<file path="src/rtl/tdm_router_pkg.sv">
// Package: shared constants and slot encoding for the TDM channel router.
// Assumes a five-slot frame with 8-bit slots.
package tdm_router_pkg;
    localparam int DATA_W  = 8;
    localparam int NSLOT   = 5;
    localparam int IDX_W   = $clog2(NSLOT);
    localparam int ADDR_W  = 5;
    localparam int NDIR    = 2;

    // Slot indices within a frame
    localparam logic [IDX_W-1:0] SLOT_B1   = 3'd0;
    localparam logic [IDX_W-1:0] SLOT_B2   = 3'd1;
    localparam logic [IDX_W-1:0] SLOT_D    = 3'd2;
    localparam logic [IDX_W-1:0] SLOT_C    = 3'd3;
    localparam logic [IDX_W-1:0] SLOT_STAT = 3'd4;

    // Register map
    localparam logic [ADDR_W-1:0] ADDR_PCTL = 5'h00;
    localparam logic [ADDR_W-1:0] ADDR_MCTL = 5'h01;

    localparam logic [DATA_W-1:0] IDLE_BYTE    = '1;
    localparam logic [DATA_W-1:0] OPEN_DEFAULT = 8'h77;
    localparam logic [DATA_W-1:0] SHUT_DEFAULT = 8'h00;

    // Control-byte bit for a given direction (0 = to line, 1 = to backplane)
    // and channel offset (0 = D, 1 = B1, 2 = B2).
    function automatic int ctl_bit(input int dir, input int chan);
        return dir * 4 + chan;
    endfunction
endpackage

</file>
<file path="src/rtl/tdm_router_regs.sv">
// Module: control store of the router. Holds pending and active copies of
// the port control, master source bit, C-derived control and the one-shot
// overrides, and commits pending to active on frame_sync.
// Assumes: frame_sync never coincides with reg_wr; mode_proc is static
// outside reset.
module tdm_router_regs
    import tdm_router_pkg::*;
(
    input  logic                                 clk,
    input  logic                                 rst_n,
    input  logic                                 mode_proc,
    input  logic                                 ext_csel,
    input  logic                                 frame_sync,
    input  logic                                 slot_vld,
    input  logic [IDX_W-1:0]                     slot_idx,
    input  logic [DATA_W-1:0]                    c_rx_byte,
    input  logic                                 reg_wr,
    input  logic [ADDR_W-1:0]                    reg_addr,
    input  logic [DATA_W-1:0]                    reg_wdata,
    output logic [DATA_W-1:0]                    ctl_eff,
    output logic [NDIR-1:0][NSLOT-1:0]           ov_vld,
    output logic [NDIR-1:0][NSLOT-1:0][DATA_W-1:0] ov_val
);
    logic [DATA_W-1:0] reset_ctl;
    logic [DATA_W-1:0] pctl_pend, pctl_act;
    logic [DATA_W-1:0] cctl_pend, cctl_act;
    logic              msrc_pend;
    logic              csel_act;
    logic [NDIR-1:0][NSLOT-1:0]             ov_pend_vld;
    logic [NDIR-1:0][NSLOT-1:0][DATA_W-1:0] ov_pend_val;

    logic              port_ok;
    logic              wr_pctl, wr_mctl, wr_ov, c_load;
    logic              ov_dir;
    logic [IDX_W-1:0]  ov_slot;

    // Purpose: reset value of the path controls follows the mode pin
    assign reset_ctl = mode_proc ? SHUT_DEFAULT : OPEN_DEFAULT;

    // Purpose: decode register writes and C-slot capture
    always_comb begin
        port_ok = !csel_act;
        ov_dir  = reg_addr[3];
        ov_slot = reg_addr[IDX_W-1:0];
        wr_pctl = reg_wr && port_ok && (reg_addr == ADDR_PCTL);
        wr_mctl = reg_wr && mode_proc && (reg_addr == ADDR_MCTL);
        wr_ov   = reg_wr && port_ok && reg_addr[4]
                  && (ov_slot < IDX_W'(NSLOT)) && (ov_slot != SLOT_C);
        c_load  = slot_vld && (slot_idx == SLOT_C) && csel_act;
    end

    // Purpose: pending port/master/C-derived controls
    always_ff @(posedge clk) begin
        if (!rst_n) begin
            pctl_pend <= reset_ctl;
            cctl_pend <= reset_ctl;
            msrc_pend <= 1'b0;
        end else begin
            if (wr_pctl) pctl_pend <= reg_wdata;
            if (wr_mctl) msrc_pend <= reg_wdata[0];
            if (c_load)  cctl_pend <= c_rx_byte;
        end
    end

    // Purpose: active controls change only at a frame boundary
    always_ff @(posedge clk) begin
        if (!rst_n) begin
            pctl_act <= reset_ctl;
            cctl_act <= reset_ctl;
            csel_act <= mode_proc ? 1'b0 : ext_csel;
        end else if (frame_sync) begin
            pctl_act <= pctl_pend;
            cctl_act <= cctl_pend;
            csel_act <= mode_proc ? msrc_pend : ext_csel;
        end
    end

    // Purpose: one-shot overrides, armed for exactly the next frame
    always_ff @(posedge clk) begin
        if (!rst_n) begin
            ov_pend_vld <= '0;
            ov_pend_val <= '0;
            ov_vld      <= '0;
            ov_val      <= '0;
        end else begin
            if (frame_sync) begin
                ov_vld      <= ov_pend_vld;
                ov_val      <= ov_pend_val;
                ov_pend_vld <= '0;
            end
            if (wr_ov) begin
                ov_pend_vld[ov_dir][ov_slot] <= 1'b1;
                ov_pend_val[ov_dir][ov_slot] <= reg_wdata;
            end
        end
    end

    // Purpose: choose the control byte in force this frame
    assign ctl_eff = csel_act ? cctl_act : pctl_act;
endmodule

</file>
<file path="src/rtl/tdm_router_lane.sv">
// Module: one relay direction. Registers the outgoing byte for each slot
// strobe, applying override, gating and the fixed C-slot content.
// Assumes slot_idx is within the frame when slot_vld is high.
module tdm_router_lane
    import tdm_router_pkg::*;
(
    input  logic                          clk,
    input  logic                          rst_n,
    input  logic                          slot_vld,
    input  logic [IDX_W-1:0]              slot_idx,
    input  logic [DATA_W-1:0]             src_byte,
    input  logic [2:0]                    chan_en,   // {B2, B1, D}
    input  logic [DATA_W-1:0]             c_byte,
    input  logic [NSLOT-1:0]              ov_vld,
    input  logic [NSLOT-1:0][DATA_W-1:0]  ov_val,
    output logic [DATA_W-1:0]             tx_byte
);
    logic [DATA_W-1:0] nxt;

    // Purpose: select the outgoing byte for the strobed slot
    always_comb begin
        nxt = IDLE_BYTE;
        if (slot_idx < IDX_W'(NSLOT) && ov_vld[slot_idx]) begin
            nxt = ov_val[slot_idx];
        end else begin
            case (slot_idx)
                SLOT_D:    nxt = chan_en[0] ? src_byte : IDLE_BYTE;
                SLOT_B1:   nxt = chan_en[1] ? src_byte : IDLE_BYTE;
                SLOT_B2:   nxt = chan_en[2] ? src_byte : IDLE_BYTE;
                SLOT_C:    nxt = c_byte;
                SLOT_STAT: nxt = src_byte;
                default:   nxt = IDLE_BYTE;
            endcase
        end
    end

    // Purpose: register the slot byte
    always_ff @(posedge clk) begin
        if (!rst_n)        tx_byte <= IDLE_BYTE;
        else if (slot_vld) tx_byte <= nxt;
    end
endmodule

</file>
<file path="src/rtl/tdm_router.sv">
// Module: top of the TDM channel router. Two relay lanes share one control
// store. Lane 0 runs backplane -> line, lane 1 runs line -> backplane.
// Assumes frame_sync and slot_vld are never high together.
module tdm_router
    import tdm_router_pkg::*;
(
    input  logic              clk,
    input  logic              rst_n,
    input  logic              mode_proc,
    input  logic              nt_mode,
    input  logic              ext_csel,
    input  logic              frame_sync,
    input  logic              slot_vld,
    input  logic [2:0]        slot_idx,
    input  logic [7:0]        tdm_rx_data,
    input  logic [7:0]        line_rx_data,
    input  logic [7:0]        nt_status,
    input  logic [7:0]        te_status,
    input  logic              reg_wr,
    input  logic [4:0]        reg_addr,
    input  logic [7:0]        reg_wdata,
    output logic              tx_vld,
    output logic [2:0]        tx_slot,
    output logic [7:0]        tdm_tx_data,
    output logic [7:0]        line_tx_data,
    output logic [7:0]        ctl_eff
);
    logic [NDIR-1:0][NSLOT-1:0]             ov_vld;
    logic [NDIR-1:0][NSLOT-1:0][DATA_W-1:0] ov_val;
    logic [NDIR-1:0][DATA_W-1:0]            lane_src, lane_c, lane_out;
    logic [NDIR-1:0][2:0]                   lane_en;
    logic [DATA_W-1:0]                      status_sel;

    tdm_router_regs u_regs (
        .clk       (clk),
        .rst_n     (rst_n),
        .mode_proc (mode_proc),
        .ext_csel  (ext_csel),
        .frame_sync(frame_sync),
        .slot_vld  (slot_vld),
        .slot_idx  (slot_idx),
        .c_rx_byte (tdm_rx_data),
        .reg_wr    (reg_wr),
        .reg_addr  (reg_addr),
        .reg_wdata (reg_wdata),
        .ctl_eff   (ctl_eff),
        .ov_vld    (ov_vld),
        .ov_val    (ov_val)
    );

    // Purpose: pick the mode status byte returned in the C slot
    assign status_sel = nt_mode ? nt_status : te_status;

    // Purpose: per-direction sources, enables and C-slot content
    assign lane_src[0] = tdm_rx_data;
    assign lane_src[1] = line_rx_data;
    assign lane_c[0]   = IDLE_BYTE;
    assign lane_c[1]   = status_sel;

    for (genvar d = 0; d < NDIR; d++) begin : g_lane
        assign lane_en[d] = {ctl_eff[ctl_bit(d, 2)], ctl_eff[ctl_bit(d, 1)],
                             ctl_eff[ctl_bit(d, 0)]};
        tdm_router_lane u_lane (
            .clk     (clk),
            .rst_n   (rst_n),
            .slot_vld(slot_vld),
            .slot_idx(slot_idx),
            .src_byte(lane_src[d]),
            .chan_en (lane_en[d]),
            .c_byte  (lane_c[d]),
            .ov_vld  (ov_vld[d]),
            .ov_val  (ov_val[d]),
            .tx_byte (lane_out[d])
        );
    end

    assign line_tx_data = lane_out[0];
    assign tdm_tx_data  = lane_out[1];

    // Purpose: output strobe and slot tag, aligned with the lane registers
    always_ff @(posedge clk) begin
        if (!rst_n) begin
            tx_vld  <= 1'b0;
            tx_slot <= '0;
        end else begin
            tx_vld  <= slot_vld;
            if (slot_vld) tx_slot <= slot_idx;
        end
    end
endmodule

</file>
<file path="config.mk">
export PLATFORM = sky130hd
export DESIGN_NAME = tdm_router
export DESIGN_NICKNAME = d
export VERILOG_FILES = /design/src/rtl/tdm_router_pkg.sv /design/src/rtl/tdm_router_regs.sv /design/src/rtl/tdm_router_lane.sv /design/src/rtl/tdm_router.sv
export SDC_FILE = /design/constraint.sdc
export NUM_CORES = 1
export LEC_CHECK = 0
export ABC_AREA = 1
export BUFFER_PORTS_ARGS = -buffer_cell sky130_fd_sc_hd__buf_4
export CAP_MARGIN = 15
export CORE_ASPECT_RATIO = 0.6
export CORE_MARGIN = 5
export CORE_UTILIZATION = 40
export DETAILED_ROUTE_END_ITERATION = 8
export GPL_TIMING_DRIVEN = 1
export HOLD_SLACK_MARGIN = 0.08
export SYNTH_ARGS = -nofsm -noshare
export SYNTH_HDL_FRONTEND = slang
export SYNTH_SLANG_ARGS = --single-unit
</file>
<file path="constraint.sdc">
create_clock -name clk -period 1.8 [get_ports clk]
set_clock_uncertainty 0.2 [all_clocks]
set_input_delay 0.09 -clock clk [delete_from_list [all_inputs] [get_ports clk]]
set_output_delay 0.09 -clock clk [all_outputs]
set_load 0.01 [all_outputs]
</file>
==> results.json <==
{
  "status": "finished with violations",
  "violations": "negative setup slack",
  "htreeDepth": 1,
  "synth_area_um2": 10200,
  "holdPathStages": 7,
  "hold_path.class": "input pin to register",
  "timing.final.crit_period_ps": 2030,
  "fin_crit_sh_pct": 113,
  "synth_flop_cell": "dfxtp_1",
  "drc": 0,
  "yosysSeqAreaShare_pct": 49.1,
  "grt_max_degree": 86,
  "grt_pass1_wl_mm": 50.1,
  "grt_antenna_before_repair": 0,
  "setup_slack_ps": -231,
  "critical_path_class": "register to register",
  "vdd_ir_drop_max_uv": 682,
  "cts_buffers": 23,
  "final_nets": 1697,
  "power_density_nw_per_um2": 893,
  "synth_top_cell_area_share_pct": 39.4,
  "path_clk_slew_ps": 60,
  "via_per_inst": 5.09,
  "clockBufferDepth": 3,
  "root_buffer": "clkbuf_16",
  "crit_fanout": 6,
  "synth_area_leader_cell": "dfxtp_1",
  "grt_usage_pct": 21.4,
  "antenna_cells": 0,
  "worstMarginPinSlew_ps": 705,
  "area_growth_pct": 34.1,
  "clk_latency_ps": 520,
  "critPathLaunchType": "register",
  "synth_seq_cells": 234,
  "total_leakage_power_uw": 0.00618,
  "die_w_um": 216,
  "wl_per_cell_um": 16.6,
  "drtIter0Drc": 1024,
  "cp.arrival_ps": 2240,
  "hold_viol": 0,
  "synthArstFlopShare_pct": 0,
  "dpl.hpwl_mm": 20.7,
  "yosys-top-cells-area": "dfxtp_1, nand2_1, nor2_1, edfxtp_1, o21ai_0",
  "syn_inst": 1472,
  "r2r-start": "u_regs.csel_act",
  "startpoint": "u_regs.csel_act",
  "core_area_um2": 25200,
  "ys_warn_count": 0,
  "drt_pass1_iterations": 5,
  "placed_cells": 1853,
  "r2r_cells": 12,
  "maxSlewHeadroom_pct": 52.8,
  "finalSetupViolations": 89,
  "drive_above_1_share_pct": 17.1,
  "cts_tree": "yes",
  "drv_slew": 0,
  "grt_pass1_vias": 8962,
  "clock_sinks": 234,
  "cap_violations": 0,
  "initial_utilization_pct": 40.5,
  "min_from": "reg_addr[2]",
  "holdWs_ps": 50.9,
  "dr_total_vias": 10100,
  "rows": 45,
  "fmax_mhz": 492,
  "gp_congestion": 0.863,
  "required_ps": 2010,
  "endpoint_kind": "register",
  "io-pin-count": 84,
  "instances_no_fill": 1985,
  "fp.dieH_um": 134,
  "die_area_um2": 28900,
  "syn_nets": 1528,
  "synth.distinct_cells": 26,
  "synth-edff-count": 33,
  "finalWirelength_mm": 32.9,
  "io_buffers": 83,
  "avgSynthCellArea_um2": 6.94,
  "rsz0062_at_grt": "true",
  "ant_nets": 0,
  "overflow": 0
}
-- flip-flops by register name (all words and copies together), names as in the netlist --
signal / flops
u_regs.cctl_pend: 8
tx_vld: 1
g_lane.u_lane.tx_byte: 16
u_regs.pctl_pend: 8
u_regs.ov_vld: 10
tx_slot: 3
u_regs.cctl_act: 8
u_regs.msrc_pend: 1
u_regs.ov_val: 80
u_regs.pctl_act: 8
u_regs.csel_act: 1
u_regs.ov_pend_vld: 10
u_regs.ov_pend_val: 80
-- through the flow --
step | power [uW] | utilization (%) | area [um2] | TNS (ps) | worst slack, ps
detailed placement | 7200 | 45.6 | 11500 | -480 | -68.6
global placement | 7190 | 45.6 | 11500 | -15.8 | -7.96
floorplan | 6540 | - | 10300 | -6980 | -160
CTS | 12100 | 51.2 | 12900 | -8880 | -161
finish | 12200 | 54.3 | 13700 | -14280 | -231
global route | 12700 | 54.3 | 13700 | -22720 | -324
-- layout make-up --
| class | instances | area, um2 |
|---|---|---|
| Multi-Input combinational cell | 1056 | 5000 |
| Tap cell | 329 | 412 |
| Inverter | 106 | 470 |
| Clock buffer | 33 | 653 |
| Sequential cell | 234 | 5010 |
| Fill cell | 2411 | 11500 |
| Timing Repair Buffer | 220 | 2070 |
| Clock inverter | 7 | 71.3 |
-- routing by layer --
metal,GRT usage (%),vias to the layer above,wire (um)
met4,4.34,0,577
li1,-,5020,-
met5,0,-,0
met3,4.02,52,2500
met2,28.5,372,12900
met1,35.1,4653,16900
-- worst max-delay path, cell delays in order, from the launching register on --
cell and delay (ps):
edfxtp_1 440, buf_6 160, clkinv_8 50, buf_6 90, nand2_4 40, inv_2 40
nand2_2 60, nor3_4 230, buf_12 150, buf_12 150, nand2_8 90, o21ai_4 180
nor2_2 50
-- cell usage in the layout (no fill, tap or decap), types with 24 or more instances in the layout --
cell / n
nand2_1: 414
nor2_1: 256
dfxtp_1: 201
buf_4: 125
o21ai_0: 108
inv_1: 97
a21oi_1: 77
nand3_1: 76
dlygate4sd3_1: 66
edfxtp_1: 33
o21ai_1: 24
clkbuf_16: 24
-- final timing paths --
path | slack, ps | endpoint
setup / recovery | -230 | u_regs.ov_pend_val[22]
hold / removal | 50 | u_regs.ov_pend_val[51]
setup reg to reg | -230 | u_regs.ov_pend_val[22]
hold reg to reg | 230 | u_regs.ov_pend_val[28]
-- power by group --
group | total (uW) | internal, uW | switching [uW]
clock network | 4760 | 2680 | 2080
registers | 5600 | 5510 | 94.5
logic | 1860 | 770 | 1090
total | 12200 | 8960 | 3270
-- repair_timing --
item,4_1_cts,5_1_grt
setup endpoints to repair,37,104
hold endpoints to repair,186,6
cloned,0,6
setup buffers,4,20
hold buffers,65,2
pin swaps,1,38
resized for setup,22,124
-- cell usage after synthesis (2+ instances only) --
| cell type | count |
|---|---|
| buf_6 | 3 |
| inv_2 | 7 |
| nand2_2 | 3 |
| clkbuf_1 | 72 |
| and2_1 | 5 |
| buf_1 | 5 |
| nand3_1 | 83 |
| nand2_1 | 435 |
| dfxtp_1 | 201 |
| a21oi_1 | 81 |
| a22oi_1 | 2 |
| nand2_4 | 6 |
| o21ai_0 | 156 |
| edfxtp_1 | 33 |
| nor2_1 | 267 |
| o22ai_1 | 6 |
| inv_1 | 98 |
-- cells by family (layout without fill, tap and decap cells) --
group / count (synthesis) / count (layout) / synth area share [%]
AO/OA/AOI/OAI: 248 / 248 / 12.4
buffers and inverters: 187 / 366 / 7.16
flip-flops: 234 / 234 / 49.1
AND/OR/NAND/NOR: 803 / 808 / 31.4
(Power assumes the default switching activity.)
